### src/rtl/branch_decide_pkg.sv
package branch_decide_pkg;

  typedef enum logic [3:0] {
    K_NONE, K_CJMP, K_CCALL, K_CRET, K_JMP, K_CALL, K_RET, K_HLJMP, K_RST
  } xferKind_t;

  // strobes from control decode to datapath
  typedef struct packed {
    xferKind_t  kind;
    logic [2:0] sel;   // condition code or restart index
  } ctrlStrb_t;

  // flag byte bit positions (fixed by the flag register layout)
  localparam int FLAG_S  = 7;
  localparam int FLAG_Z  = 6;
  localparam int FLAG_P  = 2;
  localparam int FLAG_CY = 0;

  localparam int ST_CJMP_NT  = 7;
  localparam int ST_CJMP_T   = 10;
  localparam int ST_CCALL_NT = 9;
  localparam int ST_CALL     = 18;
  localparam int ST_CRET_NT  = 6;
  localparam int ST_CRET_T   = 12;
  localparam int ST_JMP      = 10;
  localparam int ST_RET      = 10;
  localparam int ST_HLJMP    = 6;
  localparam int ST_RST      = 12;

endpackage

### src/rtl/branch_decide_ctrl.sv
module branch_decide_ctrl
  import branch_decide_pkg::*;
(
  input  logic [7:0] opcode,
  output ctrlStrb_t  strb
);

  always_comb begin
    strb.sel  = opcode[5:3];
    strb.kind = K_NONE;
    if (opcode[7:6] == 2'b11) begin
      unique case (opcode[2:0])
        3'b010: strb.kind = K_CJMP;
        3'b100: strb.kind = K_CCALL;
        3'b000: strb.kind = K_CRET;
        3'b111: strb.kind = K_RST;
        default: begin
          case (opcode)
            8'hC3:   strb.kind = K_JMP;
            8'hCD:   strb.kind = K_CALL;
            8'hC9:   strb.kind = K_RET;
            8'hE9:   strb.kind = K_HLJMP;
            default: strb.kind = K_NONE;
          endcase
        end
      endcase
    end
  end

endmodule

### src/rtl/branch_decide_dp.sv
module branch_decide_dp
  import branch_decide_pkg::*;
#(
  parameter int ADDR_W = 16,
  parameter int CNT_W  = 5
) (
  input  logic              clk,
  input  logic              rstN,
  input  logic              opValid,
  input  ctrlStrb_t         strb,
  input  logic [7:0]        flags,
  output logic              outValid,
  output logic              taken,
  output logic              pushReq,
  output logic              popReq,
  output logic [ADDR_W-1:0] vectorAddr,
  output logic [CNT_W-1:0]  stateCount
);

  localparam int NCOND = 8;
  localparam int NPAIR = NCOND / 2;
  localparam int VEC_SHIFT = 3;

  // flag tested by each condition pair, in condition-code order
  localparam int PAIR_BIT [NPAIR] = '{FLAG_Z, FLAG_CY, FLAG_P, FLAG_S};

  logic [NCOND-1:0] condVec;
  logic             condMet;
  logic             unusedFlags;

  assign unusedFlags = ^{flags[5:3], flags[1]};

  genvar gi;
  generate
    for (gi = 0; gi < NPAIR; gi++) begin : g_pair
      assign condVec[2*gi]   = ~flags[PAIR_BIT[gi]];
      assign condVec[2*gi+1] =  flags[PAIR_BIT[gi]];
    end
  endgenerate

  assign condMet = condVec[strb.sel];

  logic              nxtTaken, nxtPush, nxtPop;
  logic [ADDR_W-1:0] nxtVec;
  logic [CNT_W-1:0]  nxtCnt;

  always_comb begin
    nxtTaken = 1'b0;
    nxtPush  = 1'b0;
    nxtPop   = 1'b0;
    nxtVec   = '0;
    nxtCnt   = '0;
    unique case (strb.kind)
      K_CJMP: begin
        nxtTaken = condMet;
        nxtCnt   = condMet ? CNT_W'(ST_CJMP_T) : CNT_W'(ST_CJMP_NT);
      end
      K_CCALL: begin
        nxtTaken = condMet;
        nxtPush  = condMet;
        nxtCnt   = condMet ? CNT_W'(ST_CALL) : CNT_W'(ST_CCALL_NT);
      end
      K_CRET: begin
        nxtTaken = condMet;
        nxtPop   = condMet;
        nxtCnt   = condMet ? CNT_W'(ST_CRET_T) : CNT_W'(ST_CRET_NT);
      end
      K_JMP: begin
        nxtTaken = 1'b1;
        nxtCnt   = CNT_W'(ST_JMP);
      end
      K_CALL: begin
        nxtTaken = 1'b1;
        nxtPush  = 1'b1;
        nxtCnt   = CNT_W'(ST_CALL);
      end
      K_RET: begin
        nxtTaken = 1'b1;
        nxtPop   = 1'b1;
        nxtCnt   = CNT_W'(ST_RET);
      end
      K_HLJMP: begin
        nxtTaken = 1'b1;
        nxtCnt   = CNT_W'(ST_HLJMP);
      end
      K_RST: begin
        nxtTaken = 1'b1;
        nxtPush  = 1'b1;
        nxtVec   = ADDR_W'(strb.sel) << VEC_SHIFT;
        nxtCnt   = CNT_W'(ST_RST);
      end
      default: ;
    endcase
  end

  always_ff @(posedge clk) begin
    if (!rstN || !opValid) begin
      outValid   <= 1'b0;
      taken      <= 1'b0;
      pushReq    <= 1'b0;
      popReq     <= 1'b0;
      vectorAddr <= '0;
      stateCount <= '0;
    end else begin
      outValid   <= 1'b1;
      taken      <= nxtTaken;
      pushReq    <= nxtPush;
      popReq     <= nxtPop;
      vectorAddr <= nxtVec;
      stateCount <= nxtCnt;
    end
  end

endmodule

### src/rtl/branch_decide.sv
module branch_decide
  import branch_decide_pkg::*;
#(
  parameter int ADDR_W = 16,
  parameter int CNT_W  = 5
) (
  input  logic              clk,
  input  logic              rstN,
  input  logic              opValid,
  input  logic [7:0]        opcode,
  input  logic [7:0]        flags,
  output logic              outValid,
  output logic              taken,
  output logic              pushReq,
  output logic              popReq,
  output logic [ADDR_W-1:0] vectorAddr,
  output logic [CNT_W-1:0]  stateCount
);

  ctrlStrb_t strb;

  branch_decide_ctrl u_ctrl (
    .opcode (opcode),
    .strb   (strb)
  );

  branch_decide_dp #(.ADDR_W(ADDR_W), .CNT_W(CNT_W)) u_dp (
    .clk        (clk),
    .rstN       (rstN),
    .opValid    (opValid),
    .strb       (strb),
    .flags      (flags),
    .outValid   (outValid),
    .taken      (taken),
    .pushReq    (pushReq),
    .popReq     (popReq),
    .vectorAddr (vectorAddr),
    .stateCount (stateCount)
  );

endmodule

### config.mk
export PLATFORM = sky130hd
export DESIGN_NAME = branch_decide
export DESIGN_NICKNAME = d
export VERILOG_FILES = /design/src/rtl/branch_decide_pkg.sv /design/src/rtl/branch_decide_ctrl.sv /design/src/rtl/branch_decide_dp.sv /design/src/rtl/branch_decide.sv
export SDC_FILE = /design/constraint.sdc
export NUM_CORES = 1
export LEC_CHECK = 0
export ABC_AREA = 1
export BUFFER_PORTS_ARGS = -buffer_cell sky130_fd_sc_hd__buf_4
export CORE_MARGIN = 2
export CORE_UTILIZATION = 44
export DETAILED_ROUTE_END_ITERATION = 12
export PLACE_DENSITY = 0.78
export SKIP_LAST_GASP = 1
export SLEW_MARGIN = 20
export SYNTH_ARGS = -nofsm -noshare
export SYNTH_HDL_FRONTEND = slang
export SYNTH_HIERARCHICAL = 1
export SYNTH_SLANG_ARGS = --single-unit
### constraint.sdc
create_clock -name clk -period 1.7 [get_ports clk]
set_input_delay 0.255 -clock clk [delete_from_list [all_inputs] [get_ports clk]]
set_output_delay 0.255 -clock clk [all_outputs]
set_load 0.02 [all_outputs]
==> metrics.txt, run 1 <==
Tmin final 1.38 ns; Stages on worst setup path 12; RSZ-0062 raised after global routing no; post-synth top area share 28.9%; total CTS buffers 3; crit-path cells buf_4 -> inv_1 -> nand2_1 -> nor2_1 -> nand2_1 -> nand3_1 -> clkinv_1 -> nand2_1 -> nor2_1 -> o21ai_2 -> o21bai_1 -> inv_1; gpl congestion 0.889; static leakage 0.578 nW; CTS tree done; n_diodes 0; Worst Path Required 1.86 ns; Yosys reg bits 12; CP top delay family simple AND/OR/NAND/NOR gates; Worst Setup SP opcode[1]; Routed WL 1.62 mm; # H-tree levels 1; Critical Path Start Type input pin; Top FF cell, synth dfxtp_1; status finished clean; Multi-input gate area 445 µm²; Syn. warnings 6; I/O pin count 44; CTS root buffer clkbuf_4; Clock Path Buffers 2; hold-fix buffers at CTS 0; Cells after Synth 130; cell mode on critical path nand2_1; Slew Limit Fails 0; final setup TNS 0 ns; Finished Cell Area 1030 µm²; pin count of the biggest net entering global routing 7; register area 240 µm²; Clock Sinks 12; grt ovf 0; max-cap viol count 0; final setup vio count 0; Worst path max stage delay 0.20 ns; # fillers 172; wire per inst 8.86 µm; Final HPWL DP 1.37 mm; worst path bufs/invs 4; Max Clk Rate 725 MHz; Synth Cell Area 832 µm²; antenna violations before repair 0; global-route wire length before repair 2.56 mm; number of setup buffers added after CTS 0; Chip Height 47.5 µm; synth unique cells 18; vias in the first global route 686; EDFF count, synth 0; Hold WC Path Type input pin to flip-flop; die area 2250 µm²; port buffer count 26; register area share after synthesis 28.9%; initial DRC count 30; Initial DRT Pass Iterations 4; Crit Path Category input pin to flip-flop; share of cells above drive strength 1 29.7%; CP max stage cell nand2_1; area leader, netlist dfxtp_1; post-CTS sizing 0; drt drc 0; CTS clk-pin slew, worst paths 0.06 ns; remaining antenna violation count 0; worst-path fanout max 4; Critical Path End u_dp/taken; Layout area overhead 23.6%; Max rail drop VDD 311 µV; PD cells 585 nW/µm²; dominant cells by area after synthesis dfxtp_1, buf_4, nand2_1; Cell Area, Placed 1010 µm²; Crit. End Element flip-flop; async set-reset flop share out of synthesis 0%; drt via density 4.52; via count 827; Final Cycle Share 81.2%; num rows 15; Final nets 179; endpoint arrival time on the critical path 1.54 ns; Die X 47.5 µm; Post-Synthesis Mean Instance Area 6.40 µm²; GR Util All Layers 15.8%; Hold Fails Final Rpt 0; initial core utilization 47.7%; core region area 1750 µm²
==> through the flow <==
stage	hold slack, ns	utilization, %	setup WS [ns]	power, mW	instances
finish	0.257	58.9	0.320	0.602	183
global route	0.259	58.9	0.106	0.638	183
CTS	0.255	58.9	0.326	0.606	183
detailed placement	0.537	57.6	0.0439	0.443	180
global placement	0.531	57.6	0.0668	0.440	180
floorplan	0.472	-	0.243	0.420	142
==> final cells by class <==
| cell class | count | area share, % |
|---|---|---|
| Tap cell | 25 | 3.04 |
| Timing Repair Buffer | 29 | 21.2 |
| Clock buffer | 3 | 2.19 |
| Sequential cell | 12 | 23.4 |
| Multi-Input combinational cell | 95 | 43.3 |
| Inverter | 19 | 6.93 |
==> cells in the mapped netlist, types with 2 or more instances <==
| master | n |
|---|---|
| nand2_1 | 31 |
| nor2_1 | 18 |
| buf_4 | 16 |
| inv_1 | 14 |
| nand3_1 | 14 |
| dfxtp_1 | 12 |
| a21oi_1 | 4 |
| inv_2 | 4 |
| nand3_2 | 3 |
| nor3_2 | 3 |
| a31oi_1 | 2 |
| nand2_2 | 2 |
| o21ai_2 | 2 |
==> metal layers <==
metal / wire [µm] / part of all wire (%) / global-route usage [%] / up-vias
met5: 0 / 0 / 0 / -
met4: 25 / 1.5 / 6.67 / 0
met3: 127 / 7.8 / 3.40 / 4
met2: 797 / 49 / 27.8 / 38
met1: 672 / 41 / 18.3 / 352
li1: - / - / - / 433
==> flip-flops by register name, indices dropped and copies added, names as in the netlist <==
signal and count:
u_dp/outValid 1, u_dp/taken 1, u_dp/pushReq 1, u_dp/vectorAddr 3, u_dp/stateCount 5, u_dp/popReq 1
==> tightest hold or removal path, cell delays in order <==
cell and delay (ns):
buf_4 0.13, inv_2 0.06, nor2_1 0.04
==> logic make-up (layout without fill, tap and decap cells) <==
kind of cell / count (synthesis) / after routing / share of synthesized area (%)
AO/OA/AOI/OAI: 9 / 9 / 6.92
other: 1 / 13 / 0.451
buffers and inverters: 35 / 51 / 23.0
flip-flops: 12 / 12 / 28.9
AND/OR/NAND/NOR: 73 / 73 / 40.8
==> worst min path at each step <==
stage                     slack [ns]            endpoint      start  cells after the start
final                           0.26  u_dp/vectorAddr[4]  opcode[4]                      3
after global routing            0.26  u_dp/vectorAddr[4]  opcode[4]                      3
after CTS                       0.25  u_dp/vectorAddr[4]  opcode[4]                      3
after detailed placement        0.54  u_dp/vectorAddr[4]  opcode[4]                      3
after global placement          0.53  u_dp/vectorAddr[4]  opcode[4]                      3
after floorplan                 0.47         u_dp/popReq       rstN                      2
==> placed cells by master (no fill, tap or decap), types with 4 or more instances in the layout <==
master	n
a21oi_1	4
buf_4	29
conb_1	13
dfxtp_1	12
inv_1	14
inv_2	4
nand2_1	31
nand3_1	14
nor2_1	18
==> report_power, final <==
| group | total, mW | switching, mW | internal, mW |
|---|---|---|---|
| Combinational | 0.152 | 0.0976 | 0.0539 |
| Clock | 0.164 | 0.0818 | 0.0818 |
| Sequential | 0.286 | 0.000965 | 0.286 |
| Total | 0.602 | 0.180 | 0.421 |
Power figures use the tool's default switching activity.
==> inputs of run 2 (changes only) <==
- clock period: 1.7 -> 1.35 ns (I/O delays scaled with it)
==> run 2 against run 1 <==
Against the previous run:
- the flow now finishes with violations (negative setup slack)
- clock power grew 75%
- highest routed layer unchanged
- sequential share of layout area shrank 4.2 points
- sequential power increased by 26%
- combinational power grew 67%
- core utilization is 13 points higher
- design area increased by 22%
- critical path type unchanged
- largest power group unchanged
- routed wire length rose by 34%
- global-route usage up 1.3 points
- non-clock buffer count up 12
- clock-buffer cell count increased by 1
- largest cell class unchanged
- worst hold slack improved by 0.039 ns
- setup slack got worse by 0.34 ns
==> metrics.txt, run 2 (synthesis gave the netlist of run 1 again) <==
status finished with violations; failing checks negative setup slack; static leakage 0.653 nW (+13%); drt via density 4.83 (+6.8%); Slew Limit Fails 0 (unchanged); largest registers u_dp/stateCount: 5 flops, u_dp/vectorAddr: 3 flops; Chip Height 47.5 µm (unchanged); PD cells 719 nW/µm² (+23%); drt drc 0 (unchanged); Crit. End Element flip-flop; Crit Path Category input pin to flip-flop; Tmin final 1.37 ns; core region area 1750 µm² (unchanged); initial core utilization 47.7% (unchanged); Hold WC Path Type input pin to flip-flop; Cell Area, Placed 1100 µm² (+9.0%); Initial DRT Pass Iterations 4 (unchanged); vias in the first global route 708 (+3.2%); Min-Delay Endpoint u_dp/vectorAddr[4]; total CTS buffers 3 (unchanged); Critical Path Start Type input pin; GR Util All Layers 17.1% (+1.3 points); n_diodes 0 (unchanged); I/O pin count 44 (unchanged); # H-tree levels 1 (unchanged); antenna violations before repair 0 (unchanged); hold-fix buffers at CTS 0 (unchanged); hold path depth 4 (+1); max-cap viol count 0 (unchanged); Clock Sinks 12 (unchanged); commonest non-fill, non-tap cell in the layout buf_4; Reg with most FFs u_dp/stateCount; final setup TNS -0.0243 ns (-0.0243 ns); Layout area overhead 50.7%; num rows 15 (unchanged); share of cells above drive strength 1 48.5% (+19 points); wire per inst 11.1 µm (+25%); Final Cycle Share 102%; final setup margin -0.0243 ns (-0.345 ns); worst-path fanout max 4 (unchanged); Routed WL 2.17 mm (+34%); Hold Fails Final Rpt 0 (unchanged); global-route wire length before repair 2.71 mm (+5.9%); commonest non-fill, non-tap cells in the layout buf_4, nand2_1, nor2_1; die area 2250 µm² (unchanged); via count 946 (+14%); grt ovf 0 (unchanged); Die X 47.5 µm (unchanged); remaining antenna violation count 0 (unchanged); CTS tree done; endpoint arrival time on the critical path 1.59 ns (+0.05 ns); Min Hold Slack 0.295 ns (+0.0385 ns); pin count of the biggest net entering global routing 8 (+1); Max Clk Rate 728 MHz; initial DRC count 19 (-37%); Final HPWL DP 1.48 mm (+7.9%); gpl congestion 0.841 (-5.4%); Final nets 191 (+6.7%); Clock Path Buffers 2 (unchanged); max reg flops 5 (unchanged); final setup vio count 1 (+1); CTS clk-pin slew, worst paths 0.07 ns (about the same); Max rail drop VDD 458 µV (+47%); worst slack at placement -0.251 ns (-0.295 ns); hold path startpoint opcode[4]; port buffer count 26 (unchanged); Worst Path Required 1.56 ns (-0.30 ns); CTS root buffer clkbuf_4; Finished Cell Area 1250 µm² (+22%)
run 2: cell count changes in the layout (fill, tap and decap cells not counted), moves of 4 or more:
| cell | before | now |
|---|---|---|
| inv_4 | 0 | 4 |
| nand3_1 | 14 | 10 |
| nand2_1 | 31 | 22 |
| buf_4 | 29 | 40 |
| inv_1 | 14 | 9 |
| nand2_2 | 2 | 9 |
run 2: how the worst max path moves through the flow:
| stage | from | end | slack [ns] | cells after the start |
|---|---|---|---|---|
| after detailed placement | opcode[2] | u_dp/stateCount[3] | -0.25 | 14 |
| after floorplan | opcode[2] | u_dp/taken | 0.0007 | 13 |
| after CTS | opcode[2] | u_dp/stateCount[3] | 0.03 | 14 |
| after global placement | opcode[2] | u_dp/stateCount[3] | -0.21 | 14 |
| after global routing | opcode[5] | u_dp/stateCount[3] | -0.09 | 14 |
| final | opcode[5] | u_dp/stateCount[3] | -0.02 | 14 |
run 2: critical path: stages:
cell and delay [ns]:
buf_4 0.12, inv_1 0.07, nand2_2 0.06, nor2_2 0.13, nand2_1 0.09, nand3_1 0.07, nand2_1 0.06, inv_2 0.13
inv_4 0.07, nor3_4 0.22, nand3_1 0.12, nand2_1 0.09, nor2_1 0.05, nor2_1 0.11
run 2: power by group:
group	switching (mW)	total, mW	internal (mW)
Clock	0.123	0.287	0.164
Sequential	0.00149	0.361	0.359
Combinational	0.157	0.254	0.0968
Total	0.281	0.902	0.620
run 2: cell type report:
type,count,area (µm²)
Clock buffer,4,36.3
Fill cell,122,492
Inverter,19,81.3
Multi-Input combinational cell,95,553
Sequential cell,12,240
Tap cell,25,31.3
Timing Repair Buffer,41,312
run 2: routing by layer:
layer / routed length [µm] / up-vias / part of all wire (%) / global-route usage, %
met4: 54 / 0 / 2.5 / 6.67
met3: 135 / 4 / 6.2 / 3.40
met1: 762 / 437 / 35 / 17.7
met2: 1210 / 45 / 56 / 33.0
li1: - / 460 / - / -
met5: 0 / - / 0 / 0
run 2: timing repair:
action / 4_1_cts / 5_1_grt
setup endpoints to repair: 0 / 7
setup buffers: 0 / 2
resized for setup: 0 / 29
run 2: metrics by stage:
stage	total power [mW]	utilization, %	std cells
after floorplan	0.534	-	142
after global placement	0.578	62.8	190
after detailed placement	0.584	62.8	190
after CTS	0.862	64.9	194
after global routing	0.944	71.8	196
final	0.902	71.8	196
==> inputs of run 3 (changes only) <==
- CORE_ASPECT_RATIO: default -> 1.2
==> run 3 against run 2 <==
Against the previous run:
- the flow now finishes without violations
- fmax rose by 6.0%
- worst hold slack improved by 0.0024 ns
- setup slack improved by 0.077 ns
- design area fell by 0.40%
- via count fell by 4.4%
- total power fell by 2.2%
- sequential power barely moved
- critical path depth did not move
- combinational power barely moved
- die area barely moved
- core utilization fell by 2.8 points
- first-iteration DRC count fell by 26%
- critical path type unchanged
- highest routed layer unchanged
==> metrics.txt, run 3 (synthesis gave the netlist of run 1 again) <==
PD cells 706 nW/µm² (-1.8%); Chip Height 51.6 µm (+8.7%); initial DRC count 14 (-5); Hold Fails Final Rpt 0 (unchanged); pin count of the biggest net entering global routing 8 (unchanged); grt ovf 0 (unchanged); P_int 0.619 mW (-0.26%); Critical Path Start Type input pin; vias in the first global route 765 (+8.1%); Max Clk Rate 771 MHz (+6.0%); CP top delay family simple AND/OR/NAND/NOR gates; worst-path fanout max 4 (unchanged); Clock Sinks 12 (unchanged); die area 2260 µm² (about the same); wire per inst 10.2 µm (-7.6%); PnR Total Power 0.882 mW (-2.2%); CTS tree done; Min Hold Slack 0.297 ns (+0.00236 ns); drt via density 4.81 (-0.37%); commonest non-fill, non-tap cell in the layout buf_4; clock share of power 30.7% (-1.1 points); max-cap viol count 0 (unchanged); Finished Cell Area 1250 µm² (-0.40%); commonest non-fill, non-tap cells in the layout buf_4, nand2_1, nor2_1; Min-Delay Endpoint u_dp/pushReq; Crit Path Category input pin to flip-flop; share of cells above drive strength 1 47.3% (-1.2 points); Worst path max stage delay 0.19 ns (-0.03 ns); Hold WC Path Type input pin to flip-flop; status finished clean; GR Util All Layers 16.0% (-1.1 points); via count 904 (-4.4%); CTS root buffer clkbuf_4; Flop pwr share 40.9% (+0.9 points); num rows 17 (+2); worst slack at placement -0.250 ns (+0.000767 ns); Final nets 189 (-1.0%); Worst Path Required 1.55 ns (about the same); gpl congestion 0.770 (-8.5%); drt drc 0 (unchanged); global-route wire length before repair 2.78 mm (+2.5%); endpoint arrival time on the critical path 1.50 ns (-0.09 ns); Tmin final 1.30 ns (-0.0772 ns); initial core utilization 46.0% (-1.6 points); Final HPWL DP 1.41 mm (-4.6%); max reg flops 5 (unchanged); Layout area overhead 50.1%; I/O pin count 44 (unchanged); Max rail drop VDD 322 µV (-30%); crit-path cells buf_6 -> inv_4 -> nand2_4 -> nor2_4 -> nand2_1 -> nand2_1 -> nand2_2 -> nor2_4 -> inv_2 -> nor3_4 -> nand3_1 -> nand2_1 -> nor2_1 -> nor2_1; Reg with most FFs u_dp/stateCount; n_diodes 0 (unchanged); Multi-input gate area 572 µm² (+3.4%); cell mode on critical path nand2_1; Crit. End Element flip-flop; antenna violations before repair 0 (unchanged); Slew Limit Fails 0 (unchanged); Routed WL 1.92 mm (-11%); Final Cycle Share 96.1% (-5.7 points); Sw Ratio 29.9% (-1.4 points); remaining antenna violation count 0 (unchanged); core region area 1810 µm² (+3.6%); Comb pwr share 28.4% (+0.3 points); Cell Area, Placed 1070 µm² (-2.1%); CTS clk-pin slew, worst paths 0.07 ns (about the same); final setup margin 0.0529 ns (+0.0772 ns); port buffer count 26 (unchanged); Util after Layout 69.1% (-2.8 points); CP max stage cell nor3_4; total CTS buffers 3 (unchanged); Clock Path Buffers 2 (unchanged); static leakage 0.661 nW (+1.2%); Psw 0.263 mW (-6.4%); hold path depth 3 (-1); Initial DRT Pass Iterations 6 (+2); worst path bufs/invs 3 (-1); largest registers u_dp/stateCount: 5 flops, u_dp/vectorAddr: 3 flops; register area 240 µm² (unchanged); # H-tree levels 1 (unchanged); # fillers 159 (+30%); final setup vio count 0 (-1); hold-fix buffers at CTS 0 (unchanged); hold path startpoint rstN; Die X 43.7 µm (-8.0%)
==> run 3: worst max-delay path by stage <==
| stage | from | to | cells after the start |
|---|---|---|---|
| 5_1_grt | opcode[1] | u_dp/stateCount[3] | 14 |
| 3_3_place_gp | opcode[2] | u_dp/stateCount[1] | 14 |
| 6_report | opcode[1] | u_dp/stateCount[3] | 14 |
| 3_5_place_dp | opcode[2] | u_dp/stateCount[1] | 14 |
| 4_1_cts | opcode[2] | u_dp/stateCount[1] | 14 |
| 2_1_floorplan | opcode[2] | u_dp/taken | 13 |
==> run 3: final cells by class <==
class / count / area share [%]
Inverter: 19 / 6.11
Tap cell: 19 / 1.90
Timing Repair Buffer: 39 / 24.0
Sequential cell: 12 / 19.2
Multi-Input combinational cell: 95 / 45.8
Clock buffer: 4 / 2.91
==> run 3: power groups by stage <==
stage	clock [mW]	combinational, mW	sequential (mW)
2_1_floorplan	0	0.158	0.376
3_3_place_gp	0	0.205	0.369
3_5_place_dp	0	0.211	0.369
4_1_cts	0.278	0.212	0.361
5_1_grt	0.284	0.273	0.361
6_report	0.271	0.251	0.361
==> run 3: repair_timing <==
action / 4_1_cts / 5_1_grt
endpoints found under the setup margin: 0 / 11
setup buffers: 0 / 2
gates resized for setup: 0 / 31
==> run 3: per-stage QoR <==
| step | TNS, ns | std cells |
|---|---|---|
| 2_1_floorplan | 0 | 142 |
| 3_3_place_gp | -1.44 | 182 |
| 3_5_place_dp | -1.84 | 182 |
| 4_1_cts | 0 | 186 |
| 5_1_grt | -0.0983 | 188 |
| 6_report | 0 | 188 |
==> run 3: metal layers <==
metal	track usage, %	vias to the layer above	share of wire, %
li1	-	457	-
met3	1.04	6	3.8
met2	32.4	29	62
met1	15.0	412	32
met5	0	-	0
met4	9.09	0	2.1
